$ cat src/rtl/spi_irq_regs.sv
module spi_irq_regs #(
  parameter int DEPTH = 32,
  parameter int DW    = 8,
  parameter int AW    = 3,
  localparam int CW   = $clog2(DEPTH + 1)
) (
  input  logic          clk,
  input  logic          rst_n,
  input  logic          reg_wr,
  input  logic [AW-1:0] reg_addr,
  input  logic [DW-1:0] reg_wdata,
  output logic [DW-1:0] reg_rdata,
  input  logic [CW-1:0] tx_count,
  input  logic [CW-1:0] rx_count,
  input  logic          tx_full,
  input  logic          rx_full,
  input  logic          ev_tx_underflow,
  input  logic          ev_rx_overflow,
  input  logic          ev_mode_fail,
  output logic          irq
);
  localparam int NB = 7;
  localparam logic [AW-1:0] A_STAT = AW'(0);
  localparam logic [AW-1:0] A_EN   = AW'(1);
  localparam logic [AW-1:0] A_DIS  = AW'(2);
  localparam logic [AW-1:0] A_MASK = AW'(3);
  localparam logic [AW-1:0] A_TXT  = AW'(4);
  localparam logic [AW-1:0] A_RXT  = AW'(5);
  localparam int B_TXUF = 6;
  localparam int B_RXF  = 5;
  localparam int B_RXNE = 4;
  localparam int B_TXF  = 3;
  localparam int B_TXNF = 2;
  localparam int B_MF   = 1;
  localparam int B_RXOV = 0;

  logic          uf_q, mf_q, ov_q;
  logic [NB-1:0] mask_q;
  logic [CW-1:0] tx_thr_q, rx_thr_q;
  logic [NB-1:0] status_w;

  wire wr_stat = reg_wr && reg_addr == A_STAT;
  wire wr_en   = reg_wr && reg_addr == A_EN;
  wire wr_dis  = reg_wr && reg_addr == A_DIS;

  always_ff @(posedge clk) begin
    if (!rst_n) begin
      uf_q     <= 1'b0;
      mf_q     <= 1'b0;
      ov_q     <= 1'b0;
      mask_q   <= '0;
      tx_thr_q <= CW'(1);
      rx_thr_q <= CW'(1);
    end else begin
      uf_q <= ev_tx_underflow | (uf_q & ~(wr_stat & reg_wdata[B_TXUF]));
      mf_q <= ev_mode_fail    | (mf_q & ~(wr_stat & reg_wdata[B_MF]));
      ov_q <= ev_rx_overflow  | (ov_q & ~(wr_stat & reg_wdata[B_RXOV]));
      if (wr_en)  mask_q <= mask_q | reg_wdata[NB-1:0];
      if (wr_dis) mask_q <= mask_q & ~reg_wdata[NB-1:0];
      if (reg_wr && reg_addr == A_TXT) tx_thr_q <= reg_wdata[CW-1:0];
      if (reg_wr && reg_addr == A_RXT) rx_thr_q <= reg_wdata[CW-1:0];
    end
  end

  assign status_w = {uf_q, rx_full, rx_count >= rx_thr_q, tx_full,
                     tx_count < tx_thr_q, mf_q, ov_q};

  assign irq = |(mask_q & status_w);

  always_comb begin
    case (reg_addr)
      A_STAT:  reg_rdata = DW'(status_w);
      A_MASK:  reg_rdata = DW'(mask_q);
      A_TXT:   reg_rdata = DW'(tx_thr_q);
      A_RXT:   reg_rdata = DW'(rx_thr_q);
      default: reg_rdata = '0;
    endcase
  end

  p_event_sets_r2: assert property (@(posedge clk) disable iff (!rst_n)
    ev_mode_fail |=> status_w[B_MF]);
  p_clear_r2: assert property (@(posedge clk) disable iff (!rst_n)
    (wr_stat && reg_wdata[B_RXOV] && !ev_rx_overflow) |=> !status_w[B_RXOV]);
  p_event_wins_r3: assert property (@(posedge clk) disable iff (!rst_n)
    (ev_tx_underflow && wr_stat && reg_wdata[B_TXUF]) |=> status_w[B_TXUF]);
  p_rx_zero_thr_r4: assert property (@(posedge clk) disable iff (!rst_n)
    (rx_thr_q == '0) |-> status_w[B_RXNE]);
  p_tx_zero_thr_r5: assert property (@(posedge clk) disable iff (!rst_n)
    (tx_thr_q == '0) |-> !status_w[B_TXNF]);
  p_full_live_r6: assert property (@(posedge clk) disable iff (!rst_n)
    status_w[B_RXF] == rx_full && status_w[B_TXF] == tx_full);
  p_mask_en_r7: assert property (@(posedge clk) disable iff (!rst_n)
    wr_en |=> (mask_q & $past(reg_wdata[NB-1:0])) == $past(reg_wdata[NB-1:0]));
  p_mask_dis_r7: assert property (@(posedge clk) disable iff (!rst_n)
    wr_dis |=> (mask_q & $past(reg_wdata[NB-1:0])) == '0);
  p_irq_quiet_r8: assert property (@(posedge clk) disable iff (!rst_n)
    (mask_q == '0) |-> !irq);
endmodule

$ cat config.mk
export PLATFORM = sky130hd
export DESIGN_NAME = spi_irq_regs
export DESIGN_NICKNAME = d
export VERILOG_FILES = /design/src/rtl/spi_irq_regs.sv
export SDC_FILE = /design/constraint.sdc
export NUM_CORES = 1
export LEC_CHECK = 0
export BUFFER_PORTS_ARGS = -buffer_cell sky130_fd_sc_hd__buf_2
export CAP_MARGIN = 10
export CORE_UTILIZATION = 46
export CTS_BUF_LIST = sky130_fd_sc_hd__clkbuf_4 sky130_fd_sc_hd__clkbuf_8 sky130_fd_sc_hd__clkbuf_16
export DETAILED_ROUTE_END_ITERATION = 6
export PLACE_DENSITY = 0.8
export SLEW_MARGIN = 40
export SYNTH_ARGS = -nofsm -noshare
export SYNTH_HDL_FRONTEND = slang
export SYNTH_SLANG_ARGS = --single-unit
$ cat constraint.sdc
create_clock -name clk -period 1.23 [get_ports clk]
set_clock_uncertainty 0.05 [all_clocks]
set_input_delay 0 -clock clk [delete_from_list [all_inputs] [get_ports clk]]
set_output_delay 0 -clock clk [all_outputs]
set_load 0.1 [all_outputs]
# Word-level counts from Yosys, hierarchy flattened
# Index checks and enable logic that the tools add are counted.
[op_classes] n_bitwise=16 muxes=3 eq_ne=5 n_lt_le_gt_ge=2 reduce_logical=8
[op_table] cell="$pmux 7 s4" n=1
[op_table] cell="$and 7x7->7" n=2
[op_table] cell="$mux 7" n=2
[op_table] cell="$not 7->7" n=1
[op_table] cell="$or 7x7->7" n=1
[op_table] cell="$reduce_or 7->1" n=1
[op_table] cell="$and 1x1->1" n=6
[op_table] cell="$eq 3x2->1 const B" n=2
[op_table] cell="$eq 3x3->1 const B" n=2
[op_table] cell="$ge 6x6->1" n=1
[op_table] cell="$lt 6x6->1" n=1
[op_table] cell="$logic_and 1x1->1" n=5
[op_table] cell="$eq 3x1->1 const B" n=1
[op_table] cell="$logic_not 3->1" n=1
[op_table] cell="$not 1->1" n=3
[op_table] cell="$or 1x1->1" n=3
[op_table] cell="$reduce_bool 2->1" n=1
[totals] output_inout_bits=9 regBits=22 wordCells=40 input_bits=31

# Logic depth before layout (Yosys ltp)
# Gate-level depths: netlist of the first run.
[depth] ltp_word=6 depth_mapped=6 ltp_nobuf=6

# Least setup slack after synthesis of the first run
# Ideal clock, no wire load.
[synth_timing] kind="register to output" from="reg rx_thr_q[5]" to="out reg_rdata[4]" stages_incl_launch_ff=6 path_slack_ns=-1.928 path_buffers=0 t_required_ns=1.180 arrival_ns=3.108 cell_sequence="dfxtp_1 inv_1 ha_1 nand4_1 o221a_2 o21ai_0"
[synth_via] elab_chain_len=2
[synth_rtl] item="from (decl)" line="39" rtl="logic [CW-1:0] tx_thr_q, rx_thr_q;"
[synth_rtl] item="from (signal assigned)" line="61" rtl="if (reg_wr && reg_addr == A_RXT) rx_thr_q <= reg_wdata[CW-1:0];"
[synth_rtl] item="$ge 6x6->1" line="65" rtl="assign status_w = {uf_q, rx_full, rx_count >= rx_thr_q, tx_full,"
[synth_rtl] item="$pmux 7 s4" line="71" rtl="case (reg_addr)"
[synth_rtl] item="to (decl)" line="12" rtl="output logic [DW-1:0] reg_rdata,"
# No other way between the ends.

# Worst setup path after layout of the first run
[layout_timing] from="reg rx_thr_q[3]" to="out irq"
[layout_via] elab_chain_len=3
[layout_rtl] item="$ge 6x6->1" line="65"
[layout_rtl] item="$and 7x7->7" line="68" rtl="assign irq = |(mask_q & status_w);"
[layout_rtl] item="$reduce_or 7->1" line="68"
[layout_rtl] item="to (decl)" line="20" rtl="output logic irq"
# No other way between the ends.

==> flow_summary_export.csv, run 1 <==
group,metric,value,unit
final_layout,antenna_cells,0,
power_and_ir_drop,p_leak,0.977,nW
timing,tns,-2520,ps
setup_path,cp_max_fo,2,
power_and_ir_drop,switching_share,0.325,
power_and_ir_drop,power_density,824,nW/um^2
timing,rsz0062_at_grt,"yes",
timing,layout_worst_path_cycle_share,1.56,
drt,drt_pass1_iterations,6,
drt,drc,3,
timing,fmax,522,MHz
drt,postRouteAntennaNets,0,
floorplanning,die_h,57.3,um
setup_path,crit_arrival,1870,ps
power_and_ir_drop,intPower,1.39,mW
synth,synthTopCellsByArea,"dfxtp_1, mux2i_1, ha_1",
synth,synth_top_cell_by_area,"dfxtp_1",
clock_tree,cts_buffers,3,
setup_path,cp-end-kind,"primary output",
clock_tree,insertion_delay,310,ps
global_route,grt_max_degree,23,
placed_design,hpwl,3230,um
outcome,status,"finished with violations",
placed_design,dp_slack,-301,ps
floorplanning,ioPinCount,40,
synth,syn-instance-count,169,
setup_path,required,1180,ps
synth,syn_area_per_cell,8.34,sq um
synth,ys_types,33,
global_route,antenna_found_initial,0,
power_and_ir_drop,p_clk_frac,0.280,
outcome,violations,"DRC, setup timing",
floorplanning,rows,19,
floorplanning,die-area,3290,sq um
synth,synth_top_area_frac,0.313,
setup_path,critPathKind,"flop to primary output",
global_route,grt_pass1_wl,9060,um
clock_tree,max-clock-path-buffers,2,
synth,synth_nets,211,
clock_tree,cts_tree,"built",
synth,ys_ff_latch,22,
drt,drt_iter0_drc,102,
setup_path,r2r_slack,190,ps
synth,yosysSeqAreaShare,0.313,
clock_tree,cts-root-buf,"clkbuf_4",
run,drv_cap,0,
global_route,grt_pass1_vias,1791,
drt,routed_wl,5890,um
setup_path,setup.worst_path.start_class,"flop",
global_route,grt_util_all_layers,0.380,
power_and_ir_drop,p_comb_frac,0.349,
final_layout,fillerInstances,136,
final_layout,fin_nets,283,
floorplanning,initial_core_util,0.498,
synth,synth.cell_area,1410,sq um
global_route,grt.overflow.total,0,
final_layout,drive_above_1_share,0.517,
clock_tree,path_clk_slew,140,ps
timing,setup_slack,-687,ps
floorplanning,die_width,57.3,um
drt,vias,1629,
drt,vias_per_cell,6.01,
timing,period_needed,1920,ps
final_layout,area_growth,76.9,%
synth,ys.warnings.count,0,
timing,hold_violations,0,
power_and_ir_drop,peakVddDrop,0.923,mV
timing,drv_slew,0,
clock_tree,cts.sinks,22,
clock_tree,cts_max_level,1,
placed_design,place_congestion,0.861,
power_and_ir_drop,p_seq_frac,0.371,
placed_design,numPortBuffers,37,
hold_path,hold_class,"primary input to flop",
drt,avgRoutedWirePerCell,21.7,um
floorplanning,core_area,2830,sq um
timing,finalSetupViolCount,8,
power_and_ir_drop,p_sw,0.666,mW
synth_stat cells:
library cell and count:
o22ai_1 4, nor4b_1 1, o221a_2 1, or3_1 1
nor4bb_1 1, a31oi_1 2, clkbuf_1 2, a22oi_1 5
nand4b_1 1, xnor2_1 1, a21oi_1 16, inv_1 13
nor2_1 11, a222oi_1 1, o21ai_0 2, nand2b_4 1
nand2b_1 2, and2_1 1, o221ai_1 2, nand4_1 2
buf_6 2, nor2b_1 14, buf_2 2, nor3b_1 1
and3_1 1, ha_1 11, nand2_1 23, nor3b_4 1
mux2i_1 18, buf_1 1, dfxtp_1 22, buf_4 2
conb_1 1
final cells by class:
type,instances,area (sq um),area share
sequential,22,460,0.185
inverter,13,48.8,0.0196
tap,31,38.8,0.0156
clock inverter,1,30.0,0.0120
multi-input combinational,125,1220,0.489
clock buffer,3,22.5,0.00904
timing repair buffer,76,672,0.270
routing by layer:
layer,wire [um],track usage,up-vias
met4,223,0.174,0
met3,489,0.0907,24
met1,2260,0.440,776
li1,-,-,732
met2,2920,0.659,97
met5,0,0,-
placed cells by master, fill, tap and decap left out, types with 9 or more instances in the layout:
| cell | count |
|---|---|
| dlygate4sd3_1 | 11 |
| nor2_1 | 9 |
| a21oi_1 | 12 |
| ha_4 | 10 |
| dfxtp_2 | 13 |
| buf_6 | 9 |
| mux2i_1 | 14 |
| buf_2 | 29 |
| buf_12 | 9 |
| nand2_1 | 23 |
| buf_4 | 18 |
| nor2b_1 | 14 |
repair_timing:
action,CTS,global route
endpoints found under the setup margin,8,8
resized for setup,40,11
pin swaps,11,8
buffers inserted,1,3
hold buffers,11,0
hold endpoints to repair,22,0
per-stage QoR:
stage	power (mW)	hold slack [ps]	instances	cell area, sq um	utilization
6_report	2.05	214	271	2490	0.881
5_1_grt	2.11	262	271	2490	0.881
4_1_cts	2.01	188	269	2440	0.863
3_5_place_dp	1.34	185	253	2050	0.726
3_3_place_gp	1.32	174	253	2050	0.726
2_1_floorplan	1.13	75.1	169	1570	-
kinds of logic (layout without fill, tap and decap cells):
logic type | after synthesis | in the layout | synth area share
and+or+nand+nor | 61 | 61 | 0.232
AOI/OAI and AO/OA | 33 | 33 | 0.145
DFF | 22 | 22 | 0.313
buffers and inverters | 22 | 93 | 0.0764
muxes | 18 | 18 | 0.128
adders and majority gates | 11 | 11 | 0.0977
other | 1 | 1 | 0.00266
xor gates and xnor gates | 1 | 1 | 0.00622
worst paths after layout:
check / startpoint / end / cells past startpoint
worst min-delay path: reg_wr / rx_thr_q[0]$_SDFFE_PN1P_ / 5
worst max register to register: rx_thr_q[3]$_SDFFE_PN0P_ / rx_thr_q[3]$_SDFFE_PN0P_ / 5
worst max-delay path: rx_thr_q[3]$_SDFFE_PN0P_ / irq / 6
worst min register to register: flop / flop / 2
power by group through the flow:
| stage | registers (mW) | clock network [mW] | logic (mW) |
|---|---|---|---|
| 3_5_place_dp | 0.769 | 0 | 0.571 |
| 3_3_place_gp | 0.768 | 0 | 0.549 |
| 6_report | 0.761 | 0.575 | 0.717 |
| 5_1_grt | 0.762 | 0.603 | 0.744 |
| 2_1_floorplan | 0.767 | 0 | 0.363 |
| 4_1_cts | 0.757 | 0.573 | 0.676 |
critical path: stages (launching register included):
cell,delay (ps)
dfxtp_2,370
inv_2,50
ha_4,260
nand4_1,150
o221a_4,320
o221ai_4,200
buf_12,200
Power figures use the tool's default switching activity.
==> run 2, diff against run 1 <==
- SETUP_SLACK_MARGIN: unset -> 0.05
==> run 2 against run 1 <==
Compared with the run above:
- design area is 1.8% lower
- sequential power about the same
- first-iteration DRC count fell by 8.8%
- register-to-register slack worse by 350 ps
- critical path depth did not move
- hold slack lost 97 ps
- worst setup slack worse by 11 ps
- critical path type unchanged
- largest cell class unchanged
- total power shrank 8.6%
- routed wire length decreased by 11%
- the flow still finishes with violations (DRC, setup timing)
- clock-buffer cell count grew 1
==> flow_summary_export.csv, run 2 (synthesized netlist as in run 1, its figures left out) <==
group,metric,value,unit
global_route,grt.overflow.total,0,
placed_design,dp_cells,252,
final_layout,fin_area,2450,sq um
clock_tree,max-clock-path-buffers,2,
global_route,grt_pass1_wl,7900,um
final_layout,area_growth,73.8,%
outcome,status,"finished with violations",
clock_tree,cts-root-buf,"clkbuf_4",
clock_tree,cts.sinks,22,
global_route,antenna_found_initial,0,
floorplanning,die_width,57.3,um
final_layout,final-seq-area,460,sq um
clock_tree,cts_tree,"built",
final_layout,antenna_cells,0,
drt,drt_pass1_iterations,7,
drt,avgRoutedWirePerCell,19.2,um
clock_tree,cts_max_level,1,
global_route,grt.busiest_layer,"met2",
setup_path,rr_worst_depth,8,
global_route,grt_util_all_layers,0.322,
final_layout,final_cells,273,
setup_path,crit_arrival,1880,ps
final_layout,drive_above_1_share,0.508,
global_route,grtUsageMet2,0.606,
final_layout,mostFrequentLayoutCells,"buf_2, nand2_1, buf_4",
floorplanning,rows,19,
final_layout,multi_input_area,1170,sq um
hold_path,min_path_cells,4,
timing,hold_violations,0,
setup_path,r2r_slack,-160,ps
setup_path,cp_max_fo,2,
drt,postRouteAntennaNets,0,
placed_design,place_congestion,0.823,
drt,drt_iter0_drc,93,
setup_path,setup.worst_path.start_class,"flop",
floorplanning,die-area,3290,sq um
setup_path,r2r_start,"rx_thr_q[5]$_SDFFE_PN0P_",
timing,drv_slew,0,
drt,drc,6,
global_route,globalRouteMet3Util,0.0272,
power_and_ir_drop,peakVddDrop,0.845,mV
setup_path,cp-end-kind,"primary output",
setup_path,reg2reg_to,"rx_thr_q[5]$_SDFFE_PN0P_",
placed_design,hpwl,3200,um
timing,setup_slack,-698,ps
floorplanning,die_h,57.3,um
drt,vias,1604,
setup_path,required,1180,ps
clock_tree,insertion_delay,320,ps
drt,routed_wl,5240,um
timing,layout_worst_path_cycle_share,1.57,
run,drv_cap,0,
timing,finalSetupViolCount,9,
final_layout,fin_nets,285,
drt,vias_per_cell,5.88,
placed_design,numPortBuffers,37,
final_layout,mostFrequentLayoutCell,"buf_2",
hold_path,min_from,"reg_wr",
floorplanning,core_area,2830,sq um
timing,period_needed,1930,ps
timing,whs,117,ps
placed_design,dp_slack,-316,ps
setup_path,critPathKind,"flop to primary output",
timing,rsz0062_at_grt,"yes",
global_route,gr-usage-met1,0.380,
clock_tree,path_clk_slew,140,ps
placed_design,placed_area,2050,sq um
outcome,violations,"DRC, setup timing",
final_layout,fillerInstances,138,
floorplanning,ioPinCount,40,
timing,fmax,519,MHz
hold_path,hold_class,"primary input to flop",
power_and_ir_drop,p_leak,0.974,nW
power_and_ir_drop,power_density,766,nW/um^2
global_route,grt_pass1_vias,1648,
power_and_ir_drop,total_power,1.88,mW
clock_tree,cts_buffers,3,
global_route,grt_max_degree,23,
floorplanning,initial_core_util,0.498,
run 2: area by class of cell:
| type | instances | share of cell area |
|---|---|---|
| sequential | 22 | 0.188 |
| inverter | 13 | 0.0210 |
| tap | 31 | 0.0158 |
| clock buffer | 4 | 0.0148 |
| multi-input combinational | 125 | 0.477 |
| timing repair buffer | 78 | 0.284 |
run 2: worst max-delay path: stages (launching register included):
cell,delay [ps]
dfxtp_2,360
ha_1,270
nand2b_1,170
a21oi_2,190
o221a_4,260
o221ai_4,110
buf_12,180
run 2: per-stage QoR:
step | utilization | TNS [ps]
finish | 0.866 | -3120
detailed placement | 0.726 | -787
floorplan | - | -1140
CTS | 0.848 | -2610
global route | 0.866 | -3380
global placement | 0.726 | -606
run 2: repair_timing:
item / in CTS / in global routing
endpoints found under the setup margin: 8 / 9
buffers inserted: 6 / 2
resized for setup: 35 / 13
hold endpoints to repair: 22 / 0
pin swaps: 10 / 6
hold buffers: 11 / 0
run 2: routing by layer:
layer / vias to the layer above / share of wire
met2: 89 / 0.52
li1: 729 / -
met5: - / 0
met1: 766 / 0.39
met3: 20 / 0.058
met4: 0 / 0.034
run 2: worst max path at each step:
stage | from | to | slack [ps] | cells after the start
after floorplan | rx_thr_q[3]$_SDFFE_PN0P_ | irq | -440 | 5
after global placement | rx_thr_q[0]$_SDFFE_PN1P_ | irq | -260 | 6
after detailed placement | rx_thr_q[4]$_SDFFE_PN0P_ | irq | -320 | 6
after CTS | rx_thr_q[5]$_SDFFE_PN0P_ | irq | -630 | 6
after global routing | rx_thr_q[0]$_SDFFE_PN1P_ | irq | -730 | 6
final | rx_thr_q[0]$_SDFFE_PN1P_ | irq | -700 | 6
run 2: report_power, final:
group          switching, mW  total [mW]  internal, mW
clock network          0.260       0.441         0.181
logic                  0.374       0.674         0.300
registers             0.0224       0.761         0.738
==> run 3, diff against run 2 <==
- PLACE_DENSITY: 0.8 -> 0.83
==> run 3 against run 2 <==
Compared with the run above:
- the run still ends with DRC, setup timing left
- global-route usage decreased by 1.8 points
- cell count is 1.8% lower
- sequential share of layout area grew 0.22 points
- via count fell by 2.3%
- utilization decreased by 1.5 points
- register-to-register slack improved by 520 ps
- critical path type unchanged
- die area unchanged
- flip-flop and latch count stayed put
- hold slack better by 94 ps
- maximum frequency rose by 2.5%
- non-clock buffer count is 4 lower
==> flow_summary_export.csv, run 3 (synthesized netlist as in run 1, its figures left out) <==
group,metric,value,unit
final_layout,mostFrequentLayoutCells,"buf_2, nand2_1, buf_4",
timing,layout_worst_path_cycle_share,1.53,
final_layout,fin_nets,281,
clock_tree,cts_buffers,3,
drt,postRouteAntennaNets,0,
drt,vias_per_cell,5.85,
floorplanning,die_h,57.3,um
floorplanning,initial_core_util,0.498,
clock_tree,cts_tree,"built",
clock_tree,max-clock-path-buffers,2,
hold_path,hold_class,"primary input to flop",
drt,routed_wl,4950,um
setup_path,cp_cell_sequence,"inv_2 -> ha_4 -> nand4_1 -> o221a_4 -> o221ai_4 -> buf_12",
timing,tns,-2200,ps
timing,fmax,532,MHz
timing,drv_slew,0,
outcome,status,"finished with violations",
setup_path,cp-end-kind,"primary output",
final_layout,multi_input_area,1200,sq um
placed_design,numPortBuffers,37,
setup_path,cp_max_fo,2,
final_layout,antenna_cells,0,
placed_design,place_congestion,0.813,
drt,drt_pass1_iterations,6,
run,drv_cap,0,
timing,finalSetupViolCount,8,
setup_path,required,1180,ps
placed_design,dp_slack,-318,ps
final_layout,area_growth,70.9,%
timing,whs,211,ps
power_and_ir_drop,power_density,747,nW/um^2
final_layout,final-seq-area,458,sq um
global_route,grt_pass1_wl,7560,um
drt,vias,1567,
placed_design,hpwl,2980,um
clock_tree,cts.sinks,22,
setup_path,crit_arrival,1830,ps
drt,drc,2,
final_layout,mostFrequentLayoutCell,"buf_2",
final_layout,drive_above_1_share,0.515,
setup_path,critPathKind,"flop to primary output",
drt,drt_iter0_drc,79,
clock_tree,cts-root-buf,"clkbuf_4",
setup_path,critPathSlowestCell,"dfxtp_2",
clock_tree,insertion_delay,310,ps
outcome,violations,"DRC, setup timing",
global_route,grt_pass1_vias,1643,
setup_path,setup.worst_path.start_class,"flop",
global_route,grt_max_degree,23,
final_layout,fillerInstances,151,
drt,avgRoutedWirePerCell,18.5,um
global_route,grt.overflow.total,0,
floorplanning,ioPinCount,40,
floorplanning,die-area,3290,sq um
clock_tree,path_clk_slew,130,ps
floorplanning,die_width,57.3,um
setup_path,max_stage_delay,380,ps
global_route,antenna_found_initial,0,
timing,rsz0062_at_grt,"yes",
floorplanning,core_area,2830,sq um
floorplanning,rows,19,
power_and_ir_drop,total_power,1.80,mW
global_route,grt_util_all_layers,0.305,
timing,setup_slack,-650,ps
clock_tree,cts_max_level,1,
power_and_ir_drop,p_leak,0.948,nW
timing,period_needed,1880,ps
power_and_ir_drop,peakVddDrop,0.741,mV
timing,hold_violations,0,
-- run 3: area by class of cell --
class	count	area share
well taps	31	0.0161
inverters	13	0.0203
clock buffers	3	0.00936
repair buffers	74	0.266
flip-flops and latches	22	0.190
multi-input cells	125	0.498
-- run 3: what timing repair did --
action / 4_1_cts / 5_1_grt
hold buffers: 11 / 0
resized for setup: 30 / 15
hold endpoints to repair: 21 / 0
setup buffers: 1 / 2
setup endpoints to repair: 8 / 8
pin swaps: 9 / 9
-- run 3: final timing paths --
| check | start | end | slack [ps] | cells after the start |
|---|---|---|---|---|
| hold reg to reg | flop | flop | 470 | 2 |
| hold / removal | reg_wr | rx_thr_q[0]$_SDFFE_PN1P_ | 210 | 5 |
| setup / recovery | rx_thr_q[3]$_SDFFE_PN0P_ | irq | -650 | 6 |
| setup reg to reg | rx_thr_q[3]$_SDFFE_PN0P_ | rx_thr_q[3]$_SDFFE_PN0P_ | 360 | 3 |
-- run 3: layer usage --
layer | up-vias | wire [um] | track usage
met5 | - | 0 | 0
met4 | 0 | 144 | 0.160
met3 | 15 | 316 | 0.0544
met2 | 75 | 2620 | 0.548
met1 | 755 | 1870 | 0.339
li1 | 722 | - | -
-- run 3: where the power goes --
group	internal [mW]	total (mW)	switching, mW
registers	0.740	0.760	0.0201
clock network	0.115	0.349	0.234
logic	0.308	0.689	0.381
total	1.16	1.80	0.635
-- run 3: metrics by stage --
stage,std cells,utilization,cell area [sq um]
finish,268,0.851,2410
global route,268,0.851,2410
CTS,268,0.828,2340
detailed placement,254,0.731,2070
global placement,254,0.731,2070
floorplan,169,-,1580
-- run 3: critical path, delay by kind of cell, from the launching register on --
family / cells / cell delay, ps
compound gates: 2 / 500
fa+ha+maj: 1 / 270
buf+inv: 2 / 250
flops: 1 / 380
simple gates: 1 / 110
